==> config.mk <==
export PLATFORM = sky130hd
export DESIGN_NAME = gpio_ctrl
export DESIGN_NICKNAME = d
export VERILOG_FILES = /design/src/rtl/gpio_pkg.sv /design/src/rtl/gpio_bus_decode.sv /design/src/rtl/gpio_in_capture.sv /design/src/rtl/gpio_irq_gen.sv /design/src/rtl/gpio_ctrl.sv
export SDC_FILE = /design/constraint.sdc
export NUM_CORES = 1
export LEC_CHECK = 0
export BUFFER_PORTS_ARGS = -buffer_cell sky130_fd_sc_hd__buf_2
export CORE_AREA = 3 3 111 113
export CTS_BUF_LIST = sky130_fd_sc_hd__clkbuf_4
export DETAILED_ROUTE_END_ITERATION = 8
export DIE_AREA = 0 0 114 116
export GPL_TIMING_DRIVEN = 0
export PLACE_DENSITY = 0.86
export RECOVER_POWER = 100
export SLEW_MARGIN = 20
export SYNTH_ARGS = -nofsm -noshare
export SYNTH_HDL_FRONTEND = slang
export SYNTH_SLANG_ARGS = --single-unit
export TNS_END_PERCENT = 50
==> constraint.sdc <==
create_clock -name clk -period 2.4 [get_ports clk]
set_input_delay 0.24 -clock clk [delete_from_list [all_inputs] [get_ports clk]]
set_output_delay 0.24 -clock clk [all_outputs]
set_load 0.02 [all_outputs]
==> src/rtl/gpio_pkg.sv <==
`timescale 1ns/1ps
package gpio_pkg;

    localparam int BUS_W    = 32;
    localparam int NUM_REGS = 7;
    localparam int SEL_LO   = 2;
    localparam int SEL_HI   = 4;

    // Register index decoded from address bits 4:2 (order is the map)
    typedef enum logic [2:0] {
        RS_IN   = 3'd0,
        RS_OUT  = 3'd1,
        RS_OE   = 3'd2,
        RS_IEN  = 3'd3,
        RS_POL  = 3'd4,
        RS_ALT  = 3'd5,
        RS_CTL  = 3'd6,
        RS_NONE = 3'd7
    } reg_sel_e;

    // Control word as read back, bit 0 at the bottom
    typedef struct packed {
        logic stat;
        logic irq_en;
        logic fall_sel;
        logic ext_sel;
    } ctl_t;

    // One decoded bus request
    typedef struct packed {
        logic     take;
        logic     wr;
        logic     hit;
        reg_sel_e idx;
    } bus_op_t;

    function automatic logic edge_match(input logic cur, input logic prv, input logic rise_sel);
        return rise_sel ? (cur & ~prv) : (~cur & prv);
    endfunction

endpackage

==> src/rtl/gpio_bus_decode.sv <==
`timescale 1ns/1ps
module gpio_bus_decode
    import gpio_pkg::*;
#(
    parameter int ADR_W       = 8,
    parameter bit FULL_DECODE = 1'b1
) (
    input  logic             clk,
    input  logic             rst,
    input  logic             cyc,
    input  logic             stb,
    input  logic             we,
    input  logic [ADR_W-1:0] adr,
    input  logic [3:0]       sel,
    output bus_op_t          op,
    output logic             ack,
    output logic             err
);

    logic pend;
    logic whole;
    logic addr_ok;
    logic unused_adr;

    assign unused_adr = ^adr;

    generate
        if (FULL_DECODE) begin : g_full
            assign addr_ok = (adr[ADR_W-1:SEL_HI+1] == '0) && (adr[SEL_LO-1:0] == '0);
        end else begin : g_part
            assign addr_ok = 1'b1;
        end
    endgenerate

    assign pend  = cyc & stb & ~ack & ~err;
    assign whole = &sel;

    always_comb begin
        op.take = pend & whole;
        op.idx  = reg_sel_e'(adr[SEL_HI:SEL_LO]);
        op.hit  = addr_ok & (op.idx != RS_NONE);
        op.wr   = op.take & we & op.hit;
    end

    always_ff @(posedge clk) begin
        if (rst) begin
            ack <= 1'b0;
            err <= 1'b0;
        end else begin
            ack <= pend & whole;
            err <= pend & ~whole;
        end
    end

endmodule

==> src/rtl/gpio_in_capture.sv <==
`timescale 1ns/1ps
module gpio_in_capture #(
    parameter int N           = 16,
    parameter int SYNC_STAGES = 2
) (
    input  logic         clk,
    input  logic         rst,
    input  logic         ext_clk,
    input  logic         ext_sel,
    input  logic         fall_sel,
    input  logic [N-1:0] pin_i,
    output logic [N-1:0] smp_q
);

    localparam int CHAIN = SYNC_STAGES + 1;

    logic             ref_clk;
    logic [CHAIN-1:0] chain_q;
    logic             tick;

    // Falling-edge capture = rising edge of the inverted clock
    assign ref_clk = ext_clk ^ fall_sel;

    always_ff @(posedge clk) begin
        if (rst) chain_q <= '0;
        else     chain_q <= {chain_q[CHAIN-2:0], ref_clk};
    end

    assign tick = chain_q[CHAIN-2] & ~chain_q[CHAIN-1];

    always_ff @(posedge clk) begin
        if (rst)                  smp_q <= '0;
        else if (!ext_sel || tick) smp_q <= pin_i;
    end

endmodule

==> src/rtl/gpio_irq_gen.sv <==
`timescale 1ns/1ps
module gpio_irq_gen
    import gpio_pkg::*;
#(
    parameter int N = 16
) (
    input  logic         clk,
    input  logic         rst,
    input  logic [N-1:0] smp,
    input  logic [N-1:0] ien,
    input  logic [N-1:0] pol,
    input  logic         clr_wr,
    output logic         any_hit,
    output logic         stat_q
);

    logic [N-1:0] prev_q;
    logic [N-1:0] hit_vec;

    always_ff @(posedge clk) begin
        if (rst) prev_q <= '0;
        else     prev_q <= smp;
    end

    generate
        for (genvar g = 0; g < N; g++) begin : g_pin
            assign hit_vec[g] = ien[g] & edge_match(smp[g], prev_q[g], pol[g]);
        end
    endgenerate

    assign any_hit = |hit_vec;

    always_ff @(posedge clk) begin
        if (rst) stat_q <= 1'b0;
        else     stat_q <= any_hit | (stat_q & ~clr_wr);
    end

endmodule

==> src/rtl/gpio_ctrl.sv <==
`timescale 1ns/1ps
module gpio_ctrl
    import gpio_pkg::*;
#(
    parameter int                    NPINS       = 16,
    parameter int                    ADR_W       = 8,
    parameter bit                    FULL_DECODE = 1'b1,
    parameter logic [NUM_REGS-1:0]   IMPL_MASK   = 7'h7F
) (
    input  logic             clk,
    input  logic             rst,
    input  logic             bus_cyc,
    input  logic             bus_stb,
    input  logic             bus_we,
    input  logic [ADR_W-1:0] bus_adr,
    input  logic [3:0]       bus_sel,
    input  logic [31:0]      bus_wdata,
    output logic [31:0]      bus_rdata,
    output logic             bus_ack,
    output logic             bus_err,
    output logic             irq_o,
    input  logic             ext_clk,
    input  logic [NPINS-1:0] aux_i,
    input  logic [NPINS-1:0] pin_i,
    output logic [NPINS-1:0] pin_o,
    output logic [NPINS-1:0] pin_oe
);

    localparam int N        = NPINS;
    localparam int FIRST_RW = 1;
    localparam int LAST_RW  = 5;

    bus_op_t          op;
    logic [N-1:0]     wdat;
    logic [N-1:0]     dreg [FIRST_RW:LAST_RW];
    logic [2:0]       cfg;
    ctl_t             ctl;
    logic [N-1:0]     smp_q;
    logic [N-1:0]     out_view;
    logic             stat_q;
    logic             any_hit;
    logic             clr_wr;
    logic [BUS_W-1:0] rd_n;
    logic             unused_dat;

    assign wdat       = bus_wdata[N-1:0];
    assign unused_dat = ^bus_wdata;

    gpio_bus_decode #(
        .ADR_W       (ADR_W),
        .FULL_DECODE (FULL_DECODE)
    ) u_dec (
        .clk (clk),
        .rst (rst),
        .cyc (bus_cyc),
        .stb (bus_stb),
        .we  (bus_we),
        .adr (bus_adr),
        .sel (bus_sel),
        .op  (op),
        .ack (bus_ack),
        .err (bus_err)
    );

    // Pin-wide read/write registers, each present only if enabled
    generate
        for (genvar g = FIRST_RW; g <= LAST_RW; g++) begin : g_reg
            if (IMPL_MASK[g]) begin : g_on
                logic [N-1:0] q;
                always_ff @(posedge clk) begin
                    if (rst)                                     q <= '0;
                    else if (op.wr && op.idx == reg_sel_e'(g))   q <= wdat;
                end
                assign dreg[g] = q;
            end else begin : g_off
                assign dreg[g] = '0;
            end
        end

        if (IMPL_MASK[RS_CTL]) begin : g_ctl_on
            logic [2:0] q;
            always_ff @(posedge clk) begin
                if (rst)                               q <= '0;
                else if (op.wr && op.idx == RS_CTL)    q <= bus_wdata[2:0];
            end
            assign cfg = q;
        end else begin : g_ctl_off
            assign cfg = '0;
        end
    endgenerate

    assign clr_wr = IMPL_MASK[RS_CTL] && op.wr && (op.idx == RS_CTL) && !bus_wdata[3];

    gpio_in_capture #(
        .N (N)
    ) u_cap (
        .clk      (clk),
        .rst      (rst),
        .ext_clk  (ext_clk),
        .ext_sel  (cfg[0]),
        .fall_sel (cfg[1]),
        .pin_i    (pin_i),
        .smp_q    (smp_q)
    );

    gpio_irq_gen #(
        .N (N)
    ) u_irq (
        .clk     (clk),
        .rst     (rst),
        .smp     (smp_q),
        .ien     (dreg[RS_IEN]),
        .pol     (dreg[RS_POL]),
        .clr_wr  (clr_wr),
        .any_hit (any_hit),
        .stat_q  (stat_q)
    );

    assign ctl = '{stat: stat_q, irq_en: cfg[2], fall_sel: cfg[1], ext_sel: cfg[0]};

    always_comb begin
        rd_n = '0;
        case (op.idx)
            RS_IN:   if (IMPL_MASK[RS_IN])  rd_n[N-1:0] = smp_q;
            RS_OUT:  rd_n[N-1:0] = dreg[RS_OUT];
            RS_OE:   rd_n[N-1:0] = dreg[RS_OE];
            RS_IEN:  rd_n[N-1:0] = dreg[RS_IEN];
            RS_POL:  rd_n[N-1:0] = dreg[RS_POL];
            RS_ALT:  rd_n[N-1:0] = dreg[RS_ALT];
            RS_CTL:  if (IMPL_MASK[RS_CTL]) rd_n[3:0] = ctl;
            default: rd_n = '0;
        endcase
        if (!op.hit) rd_n = '0;
    end

    always_ff @(posedge clk) begin
        if (rst)          bus_rdata <= '0;
        else if (op.take) bus_rdata <= rd_n;
    end

    assign out_view = dreg[RS_OUT];
    assign pin_o    = (dreg[RS_ALT] & aux_i) | (~dreg[RS_ALT] & out_view);
    assign pin_oe   = dreg[RS_OE];
    assign irq_o    = ctl.stat & ctl.irq_en;

endmodule

==> results.md <==
- Latest clock arrival within the worst-skew pair: around 580 ps
- Sequential cell area fraction in the yosys report: 43.2%
- Startpoint Class: primary input
- Worst Tran Pin Value: ~810 ps
- Met3 WL post-DR: 2140 um
- Placed cells: around 1k
- Post-DP Area: 7150 um^2
- Max-Cap Viols: 0
- Layout cell share with drive strength beyond 1: 20.2%
- Status: finished clean
- P per Cell Area: ~540 nW/um^2
- Fill cell count: around 1.0k
- Total number of yosys warnings: 0
- Final period util: between 90% and 100%
- Synth async-reset ratio: 0%
- Worst EP arrival: 2800 ps
- Post-detail-place hpwl: approximately 15,000 um
- WP data required: around 2900 ps
- Vias after detailed routing: between 6k and 7k
- H-tree depth: 4
- Largest net degree at the start of global routing: 17
- Mapped cell area: between 6000 and 7000 um^2
- Post-DRT Antenna Nets: 0
- CTS tree: yes
- Global-route wire length before repair: 31,100 um
- Area delta synth->final: 20.6%
- Final Cell Area: 7650 um^2
- Slew HR: a little under half
- Final Util: between 60% and 70%
- Pre-antenna DRT Iters: 5
- # setup viols final: 0
- WL per Instance: about 19 um
- Die W: 114 um
- Peak supply drop: around 400 uV
- Final Slew Violations: 0
- I/O Buffers: 114
- Final Routed Wirelength: a little over 20,000 um
- Worst setup path class: primary input to flop
- Max incr delay on CP: 480 ps
- ANT cells: 0
- CTS Sinks: about 140
- Initial Utilization: approximately 56%
- GP Congestion: between 0.9 and 1
- Placement Rows: 39
- Avg Vias per Cell: approximately 5.9
- Setup ws final: about 50 ps
- Vias in the first global route: 5,922
- Final Hold Viols: 0
- Synth Flop Type: dfxtp_1
- DR iter-0 viols: around 690
- DP Worst Slack: -405 ps
- WHS: 51.1 ps
- Critical path's top delay family: buffers and inverters
- Final nets: between 900 and 1k
- Root buf cell: clkbuf_4
- Gr usage total: a little under a third
- Slowest-stage cell, CP: clkbuf_1
- Buf/Inv on CP: 5
- Die Area: around 13,000 um^2
- Worst hold path type: primary input to flop
- Synth Instances: 730
- Flops & latches, synth: 137
- Post-synthesis cell type count: 46
- Maximum clock frequency: approximately 0.43 GHz
- Area of the multi-input gates: 3260 um^2
- Routed length on met2: roughly 9700 um
- Post-route DRC: 0
- Overflow after GRT: 0
- Setup Skew: around 24 ps
- RSZ-0062 raised after global routing: no
- Register area: roughly 2700 um^2
- Area of the core: about 11,000 um^2
- Leakage dissipation: 2.84 nW
- Tmin final: 2350 ps
- Top Layer Used: met5
- Clock-pin slew on the worst setup and hold paths: about 130 ps
- Setup crit end kind: flop
- EDFF count, synth: 0
- Met1 Wirelength: 7740 um
- Most common cell type on the critical path: clkbuf_1
- TritonCTS Buffers: 17
- CTS max path bufs: 2
- Syn avg cell area: roughly 8.7 um^2
- Worst Path Max Fanout: 10
- Worst path cell trace: buf_2 > clkbuf_1 > buf_2 > clkbuf_1 > clkbuf_1 > o21ai_0 > a22oi_1 > nor2_1
- Die Y: between 100 and 150 um
- Post-route insts no fill: about 1.1k
- Initial antenna violation count: 1
- Ports: 149
[per-layer routing]
layer,vias to the layer above,GRT usage [%]
met3,71,7.00
met5,-,0
met2,385,51.4
met4,2,12.4
li1,2897,-
met1,2954,38.4
[timing repair]
item / CTS / global route
pin swaps: 0 / 2
hold buffers: 35 / 0
setup buffers: 0 / 2
setup endpoints to repair: 50 / 13
gates resized for setup: 2 / 0
hold endpoints to repair: 86 / 0
[logic make-up after synthesis]
group                  count (synthesis)  synth area share [%]
AND/OR/NAND/NOR                      297                  21.7
XOR/XNOR                               1                 0.138
other                                  1                0.0591
AO/OA/AOI/OAI                        165                  17.9
flip-flops                           137                  43.2
multiplexers                          65                  11.7
buffers and inverters                 64                  5.34
[path summary, 6_finish.rpt]
path / to / depth (start not counted) / start / slack, ps
max reg2reg: g_reg[5].g_on.q[10] / 5 / u_dec.ack / 120
min reg2reg: u_cap.chain_q[2] / 2 / u_cap.chain_q[1] / 450
max: bus_rdata[11] / 8 / bus_adr[3] / 50
min: u_irq.prev_q[6] / 2 / rst / 50
[synth_stat cells (2+ instances only)]
library cell	instances	area [um^2]
nand2_1	193	724
dfxtp_1	137	2740
a21oi_1	54	270
nor2_1	41	154
mux2_2	33	372
a21oi_2	30	263
a22oi_1	29	218
clkbuf_1	29	109
mux2i_1	28	280
nor2b_1	23	144
buf_4	18	135
o22ai_1	15	93.8
nand2b_1	10	62.6
buf_2	7	35.0
o211ai_1	7	52.6
o21ai_0	7	35.0
nand4_1	6	37.5
nand4b_1	5	43.8
a221oi_1	4	35.0
and2_1	4	25.0
buf_1	4	15.0
mux4_2	4	90.1
nor4_4	4	85.1
a31oi_1	3	18.8
and4_1	3	26.3
buf_6	3	33.8
inv_1	3	11.3
o221ai_1	3	26.3
a221o_1	2	20.0
and4b_1	2	20.0
nor4b_1	2	17.5
o311ai_0	2	17.5
o31ai_1	2	15.0
[metrics by stage]
stage	power (mW)	TNS [ps]
after detailed placement	2.71	-20460
after global routing	4.26	0
after CTS	4.12	0
after global placement	2.70	-18670
final	4.14	0
after floorplan	2.56	0
[flip-flops by register name (all words and copies together), names as in the netlist]
register and count:
u_dec.ack 1, u_cap.chain_q 3, cfg 3, u_irq.stat_q 1
g.g_on.q 64, u_dec.err 1, bus_rdata 16, u_cap.smp_q 16
u_irq.prev_q 16, pin_oe 16
[placed cells by master (no fill, tap or decap), types with 28 or more instances in the layout]
master and n:
nor2_1 41, clkbuf_1 85, dfxtp_1 137, mux2i_1 28, dlygate4sd3_1 35, a22oi_1 29, buf_2 68, nand2_1 193
mux2_2 33, a21oi_1 67
[power breakdown]
group	internal [mW]	leakage (nW)	total [mW]	switching, mW
clock network	0.524	0.130	1.43	0.901
registers	2.30	1.11	2.33	0.0277
logic	0.158	1.60	0.382	0.224
[cell type report]
type	instances	share of cell area (%)
clock buffers	18	1.77
repair buffers	151	11.4
clock inverters	14	1.65
inverters	3	0.147
well taps	143	2.34
multi-input cells	544	42.6
flip-flops and latches	137	35.9
plain buffers	61	4.29
No activity file was read; power rests on OpenSTA's default activity.
